File: config.mk
export PLATFORM = sky130hd
export DESIGN_NAME = page_walker
export DESIGN_NICKNAME = d
export VERILOG_FILES = /design/src/rtl/pw_pkg.sv /design/src/rtl/pw_addr_gen.sv /design/src/rtl/pw_perm_chk.sv /design/src/rtl/pw_ctrl.sv /design/src/rtl/page_walker.sv
export SDC_FILE = /design/constraint.sdc
export NUM_CORES = 1
export LEC_CHECK = 0
export BUFFER_PORTS_ARGS = -buffer_cell sky130_fd_sc_hd__buf_2
export CORE_ASPECT_RATIO = 1.4
export CORE_MARGIN = 2
export CORE_UTILIZATION = 35
export DETAILED_ROUTE_END_ITERATION = 6
export SLEW_MARGIN = 20
export SYNTH_ARGS = -nofsm -noshare
export SYNTH_HDL_FRONTEND = slang
export SYNTH_SLANG_ARGS = --single-unit
export TNS_END_PERCENT = 10
File: constraint.sdc
create_clock -name clk_i -period 2.8 [get_ports clk_i]
set_clock_uncertainty 0.2 [all_clocks]
set_input_delay 0.28 -clock clk_i [delete_from_list [all_inputs] [get_ports clk_i]]
set_output_delay 0.28 -clock clk_i [all_outputs]
set_load 0.1 [all_outputs]
File: src/rtl/pw_pkg.sv
package pw_pkg;
  typedef enum logic [1:0] {ST_IDLE, ST_DIR, ST_LEAF, ST_DONE} walk_st_e;
  typedef enum logic [1:0] {FLT_NONE = 2'd0, FLT_ABSENT = 2'd1, FLT_PERM = 2'd2} flt_e;
  localparam int unsigned ENT_P = 0;
  localparam int unsigned ENT_W = 1;
  localparam int unsigned ENT_U = 2;
endpackage

File: src/rtl/pw_addr_gen.sv
module pw_addr_gen #(
  parameter int unsigned VA_W  = 32,
  parameter int unsigned OFF_W = 12,
  parameter int unsigned IDX_W = 10,
  parameter int unsigned ENT_B = 2
) (
  input  logic [VA_W-1:0]        base_i,
  input  logic [VA_W-1:0]        va_i,
  input  logic [VA_W-OFF_W-1:0]  frame_i,
  input  logic                   leaf_i,
  output logic [VA_W-1:0]        addr_o
);
  localparam int unsigned FRM_W = VA_W - OFF_W;

  logic [IDX_W-1:0] dir_idx, tbl_idx;
  logic [VA_W-1:0]  dir_addr, leaf_addr;

  assign dir_idx = va_i[VA_W-1 -: IDX_W];
  assign tbl_idx = va_i[OFF_W +: IDX_W];

  assign dir_addr  = base_i + VA_W'({dir_idx, {ENT_B{1'b0}}});
  assign leaf_addr = {frame_i[FRM_W-1:0], {(OFF_W-IDX_W-ENT_B){1'b0}}, tbl_idx, {ENT_B{1'b0}}};
  assign addr_o    = leaf_i ? leaf_addr : dir_addr;
endmodule

File: src/rtl/pw_perm_chk.sv
module pw_perm_chk
  import pw_pkg::*;
#(
  parameter int unsigned ENT_W_BITS = 32
) (
  input  logic [ENT_W_BITS-1:0] entry_i,
  input  logic                  leaf_i,
  input  logic                  write_i,
  input  logic                  user_i,
  output flt_e                  flt_o
);
  always_comb begin
    flt_o = FLT_NONE;
    if (!entry_i[ENT_P])
      flt_o = FLT_ABSENT;
    else if (leaf_i && ((write_i && !entry_i[ENT_W]) || (user_i && !entry_i[ENT_U])))
      flt_o = FLT_PERM;
  end
endmodule

File: src/rtl/pw_ctrl.sv
module pw_ctrl
  import pw_pkg::*;
(
  input  logic     clk_i,
  input  logic     rst_ni,
  input  logic     req_valid_i,
  input  logic     rvalid_i,
  input  flt_e     flt_i,
  output walk_st_e st_o,
  output logic     take_req_o,
  output logic     take_frame_o,
  output logic     finish_o
);
  walk_st_e st_q, st_d;

  always_comb begin
    st_d         = st_q;
    take_req_o   = 1'b0;
    take_frame_o = 1'b0;
    finish_o     = 1'b0;
    unique case (st_q)
      ST_IDLE: if (req_valid_i) begin
        take_req_o = 1'b1;
        st_d       = ST_DIR;
      end
      ST_DIR: if (rvalid_i) begin
        if (flt_i != FLT_NONE) begin
          finish_o = 1'b1;
          st_d     = ST_DONE;
        end else begin
          take_frame_o = 1'b1;
          st_d         = ST_LEAF;
        end
      end
      ST_LEAF: if (rvalid_i) begin
        finish_o = 1'b1;
        st_d     = ST_DONE;
      end
      default: st_d = ST_IDLE;
    endcase
  end

  always_ff @(posedge clk_i or negedge rst_ni)
    if (!rst_ni) st_q <= ST_IDLE;
    else         st_q <= st_d;

  assign st_o = st_q;
endmodule

File: src/rtl/page_walker.sv
module page_walker
  import pw_pkg::*;
#(
  parameter int unsigned VA_W  = 32,
  parameter int unsigned OFF_W = 12,
  parameter int unsigned IDX_W = 10
) (
  input  logic            clk_i,
  input  logic            rst_ni,
  input  logic            req_valid_i,
  input  logic [VA_W-1:0] req_va_i,
  input  logic            req_write_i,
  input  logic            req_user_i,
  input  logic [VA_W-1:0] base_i,
  output logic            mem_req_o,
  output logic [VA_W-1:0] mem_addr_o,
  input  logic            mem_rvalid_i,
  input  logic [VA_W-1:0] mem_rdata_i,
  output logic            busy_o,
  output logic            done_o,
  output logic [VA_W-1:0] pa_o,
  output logic [1:0]      fault_o
);
  localparam int unsigned FRM_W = VA_W - OFF_W;

  walk_st_e        st;
  logic            take_req, take_frame, finish, leaf;
  flt_e            flt;
  logic [VA_W-1:0] va_q, base_q, pa_q;
  logic            wr_q, usr_q;
  logic [FRM_W-1:0] frame_q;
  flt_e            flt_q;

  assign leaf = (st == ST_LEAF);

  pw_ctrl u_ctrl (
    .clk_i, .rst_ni,
    .req_valid_i,
    .rvalid_i     (mem_rvalid_i),
    .flt_i        (flt),
    .st_o         (st),
    .take_req_o   (take_req),
    .take_frame_o (take_frame),
    .finish_o     (finish)
  );

  pw_addr_gen #(.VA_W(VA_W), .OFF_W(OFF_W), .IDX_W(IDX_W)) u_addr (
    .base_i  (base_q),
    .va_i    (va_q),
    .frame_i (frame_q),
    .leaf_i  (leaf),
    .addr_o  (mem_addr_o)
  );

  pw_perm_chk #(.ENT_W_BITS(VA_W)) u_perm (
    .entry_i (mem_rdata_i),
    .leaf_i  (leaf),
    .write_i (wr_q),
    .user_i  (usr_q),
    .flt_o   (flt)
  );

  always_ff @(posedge clk_i or negedge rst_ni) begin
    if (!rst_ni) begin
      va_q    <= '0;
      base_q  <= '0;
      wr_q    <= 1'b0;
      usr_q   <= 1'b0;
      frame_q <= '0;
      pa_q    <= '0;
      flt_q   <= FLT_NONE;
    end else begin
      if (take_req) begin
        va_q   <= req_va_i;
        base_q <= base_i;
        wr_q   <= req_write_i;
        usr_q  <= req_user_i;
      end
      if (take_frame) frame_q <= mem_rdata_i[VA_W-1 -: FRM_W];
      if (finish) begin
        flt_q <= flt;
        pa_q  <= (flt == FLT_NONE) ? {mem_rdata_i[VA_W-1 -: FRM_W], va_q[OFF_W-1:0]} : '0;
      end
    end
  end

  assign mem_req_o = (st == ST_DIR) || leaf;
  assign busy_o    = (st != ST_IDLE);
  assign done_o    = (st == ST_DONE);
  assign pa_o      = pa_q;
  assign fault_o   = flt_q;
endmodule

; Word level (Yosys, flattened, before mapping)
; Index checks and enable logic that the tools add are counted.
[totals]
out_inout_bits = 69
input_bits = 102
ff_bits = 122
wordCells = 45
[classes]
addsub = 1
n_reduce_logical = 12
n_eq_ne = 6
mux = 18
[op_table]
columns = op, count
row1 = $mux 32, 2
row2 = $add 32x12->32, 1
row3 = $mux 2, 5
row4 = $mux 1, 9
row5 = $ne 2x2->1 const B, 3
row6 = $pmux 2 s3, 1
row7 = $eq 2x2->1 const B, 2
row8 = $logic_not 2->1, 2
row9 = $reduce_bool 2->1, 2
row10 = $logic_and 1x1->1, 3
row11 = $reduce_and 3->1, 1
row12 = $eq 2x1->1 const B, 1
row13 = $logic_not 1->1, 2
row14 = $logic_or 1x1->1, 2
row15 = $pmux 1 s2, 1

; Logic depth before layout (Yosys ltp)
[logic_depth]
word_depth = 10
depth_mapped = 9
mapped_depth_nobuf = 8

; Hierarchy
; Synthesis repeated with hierarchy kept, for this count alone.
[unflattened]
hier_cells = 569
area_unflattened_um2 = 6447.4
[modules_own_cells]
columns = module, cells_per_inst, n_inst, area_each_um2
row1 = page_walker, 331, 1, 4845.9
row2 = pw_addr_gen, 212, 1, 1371.3
row3 = pw_ctrl, 21, 1, 201.4
row4 = pw_perm_chk, 5, 1, 28.8

; Worst setup path before layout
; No wires, ideal clock.
[synth_path]
kind = reg2out
start = reg base_q[2]
end = out mem_addr_o[12]
arrival_ns = 4.043
n_path_buf = 1
slack_ns = -1.723
required_time_ns = 2.320
path_stages_with_launch = 10
path_cell_list = dfrtp_1 > ha_1 > fa_1 > a21o_1 > a221oi_2 > o21ai_1 > buf_2 > o21bai_1 > xor2_1 > o21ai_0
[synth_between]
elab_chain_len = 2
[synth_lines]
columns = item, line
row1 = "start, declared", page_walker.sv:29  ; logic [VA_W-1:0] va_q, base_q, pa_q;
row2 = "start signal, assigned", page_walker.sv:75  ; base_q <= base_i;
row3 = $add 32x12->32, pw_addr_gen.sv:21  ; assign dir_addr = base_i + VA_W'({dir_idx, {ENT_B{1'b0}}});
row4 = $mux 32, pw_addr_gen.sv:23  ; assign addr_o = leaf_i ? leaf_addr : dir_addr;
row5 = "end, declared", page_walker.sv:16  ; output logic [VA_W-1:0] mem_addr_o,
; No other way between the ends.

; Worst setup path in the final report
[layout_path]
start = reg base_q[2]
end = out mem_addr_o[28]
; Same word-level chain as after synthesis.

==> run metrics <==
Final Max Tran Viols=0; CTS Sinks=approximately 120; kind of end point of the critical path=primary output; pin count of the biggest net entering global routing=69; critical path arrival=between 2000 and 3000 ps; outcome=complete, but fails checks; capture endpoint of the worst hold path=u_ctrl.st_o[0]; Hold Violations, Final=0; flop and latch count out of synthesis=122; Seq/Total Area, Yosys=approximately half; number of nets at the end of the flow=around 920; worst setup path class=reg2out; type of origin of the critical path=register; area share of the leading cell type in the synthesized netlist=51.68%; total number of vias=a little under 5000; most instantiated cells after synthesis=dfrtp_1, nand2_1, mux2_2, o21ai_0, clkbuf_1; largest cells by area after synthesis=dfrtp_1, mux2_2, nand2_1; clock slew seen by the registers of the worst setup and hold paths=60 ps; number of cells on the worst hold path=4; number of routed nets with antenna violations=0; actual transition at the worst max-transition pin=around 640 ps; startpoint of the lowest-slack register-to-register path=u_ctrl.st_o[0]; Synth Cell Area=a little under 6000 µm²; Post-synth EDFFs=0; Crit. Startpoint=base_q[2]; critical path data required time=roughly 2300 ps; depth of the worst register-to-register path=6; total routing usage reported by global routing=approximately 18%; CTS tree=yes; DR DRC count=0; placed insts=894; reg-to-reg setup timing slack=between 600 and 700 ps; Chip Width=between 100 and 150 µm; overflow left after global routing=0; post-detailed-route wirelength per cell=roughly 16 µm; wire length of the first global-routing pass=between 20000 and 30000 µm; Slew headroom=a little under three fifths; number of primary I/O pins=171; hold path start=req_valid_i; count leader, synth=dfrtp_1; post-detailed-routing wire length=15860 µm; max-cap violations=0; maximum clock rate=302.8 MHz; crit path time final=3303 ps; Num CTS Buffers=17; Synthesized Nets=about 650; layout-stage area growth over the synthesis result=55.84%; worst hold slack=74.17 ps; class of the tightest hold or removal check=in2reg; period utilisation layout=118.0%; distinct cell type count after synthesis=43; Mapped Cells=534; post-detail-place hpwl=11130 µm; antenna cell count=0; setup-violating endpoint count in the final report=24; non-filler cells in the finished layout=1016; RSZ-0062 raised after global routing=true; core outline area=16680 µm²; most used flip-flop cell after synthesis=dfrtp_1; row count=56; vias in the first global route=between 5000 and 6000; CTS Root Buffer Type=clkbuf_16; H-tree depth=4; Skew-Pair Late Insertion Delay=410 ps; starting density of the core=roughly 35%; worst slack at placement=-151.9 ps; final worst slack=-503.0 ps; cell taking the most area after synthesis=dfrtp_1; post-synthesis async set-or-reset flop share=100.0%; endpoint of the worst-slack reg-to-reg timing path=pa_o[3]; overall die area=approximately 18000 µm²; fraction of final layout cells with drive strength greater than 1=between 40% and 50%; violation count after the first detailed-routing iteration=315; Bufs on Longest Clock Path=2; iteration count of the initial detailed-routing pass=5; violations in the final reports=setup timing; I/O Buffers=around 160; gpl congestion=around 0.8; largest fanout of any net on the critical path=11; number of warnings printed during yosys synthesis=0; initial antenna violation count=0; vias per std cell=4.829; height of the die=about 160 µm; mean instance size in the synthesized netlist=11.06 µm²; final setup TNS=-7200 ps
critical path, stage by stage, from the launching register on:
cell and delay, ps:
dfrtp_1 380, ha_2 200, fa_2 340, a21o_1 190
a221oi_2 280, o21ai_1 110, buf_6 150, o211ai_1 190
xor2_1 300, o21ai_4 90, buf_12 170
kinds of logic (layout without fill, tap and decap cells):
| logic type | count (synthesis) | after routing | share of synthesized area [%] |
|---|---|---|---|
| AO/OA/AOI/OAI | 102 | 102 | 10.59 |
| XOR/XNOR | 26 | 26 | 3.855 |
| adder cells (fa/ha/maj) | 15 | 15 | 3.304 |
| buffers and inverters | 38 | 317 | 2.605 |
| flip-flops | 122 | 122 | 51.68 |
| multiplexers | 92 | 92 | 17.54 |
| AND/OR/NAND/NOR | 139 | 139 | 10.42 |
worst max path at each step:
stage	endpoint	slack (ps)	depth (start not counted)
floorplan	mem_addr_o[11]	-420	7
detailed placement	mem_addr_o[28]	-150	10
global placement	mem_addr_o[30]	-110	10
finish	mem_addr_o[28]	-500	10
global route	mem_addr_o[28]	-660	10
CTS	mem_addr_o[28]	-590	10
flip-flops by register name, indices dropped and copies added (netlist names):
signal,count
base_q,32
pa_o,32
va_q,32
frame_q,20
fault_o,2
u_ctrl.st_o,2
usr_q,1
wr_q,1
cell type report:
| type | instances | area (µm²) |
|---|---|---|
| Clock buffer | 18 | 439.2 |
| Clock inverter | 14 | 146.4 |
| Fill cell | 1435 | 7471 |
| Inverter | 8 | 30.03 |
| Multi-Input combinational cell | 374 | 2949 |
| Sequential cell | 122 | 3053 |
| Tap cell | 203 | 254.0 |
| Timing Repair Buffer | 277 | 2333 |
metal layers:
| layer | vias up | routed length [µm] | GRT usage, % |
|---|---|---|---|
| li1 | 2394 | - | - |
| met3 | 33 | 690 | 4.441 |
| met4 | 0 | 492 | 9.059 |
| met5 | - | 0 | 0 |
| met2 | 166 | 8304 | 32.14 |
| met1 | 2313 | 6371 | 20.00 |
what timing repair did:
item | 4_1_cts | 5_1_grt
buffers inserted | 0 | 2
hold buffers | 88 | 0
endpoints found under the setup margin | 26 | 26
hold endpoints to repair | 173 | 0
pin swaps | 6 | 7
resized for setup | 10 | 14
stage by stage:
stage / instance area [µm²] / utilization (%)
floorplan: 6023 / -
global placement: 7600 / 45.57
detailed placement: 7600 / 45.57
CTS: 9104 / 54.59
global route: 9205 / 55.20
finish: 9205 / 55.20
layout by cell type (no fill, tap or decap), types with 17 or more instances in the layout:
master and instances:
buf_2 134, dlygate4sd3_1 88, clkbuf_16 17, dfrtp_1 122, buf_12 28, mux2_2 92
o21ai_0 33, nand2_1 100, o21ai_2 18, buf_4 22
Power is left out: the tool's default activity adds up to more than one toggle a clock period on the data nets, which glitch-free logic cannot reach.
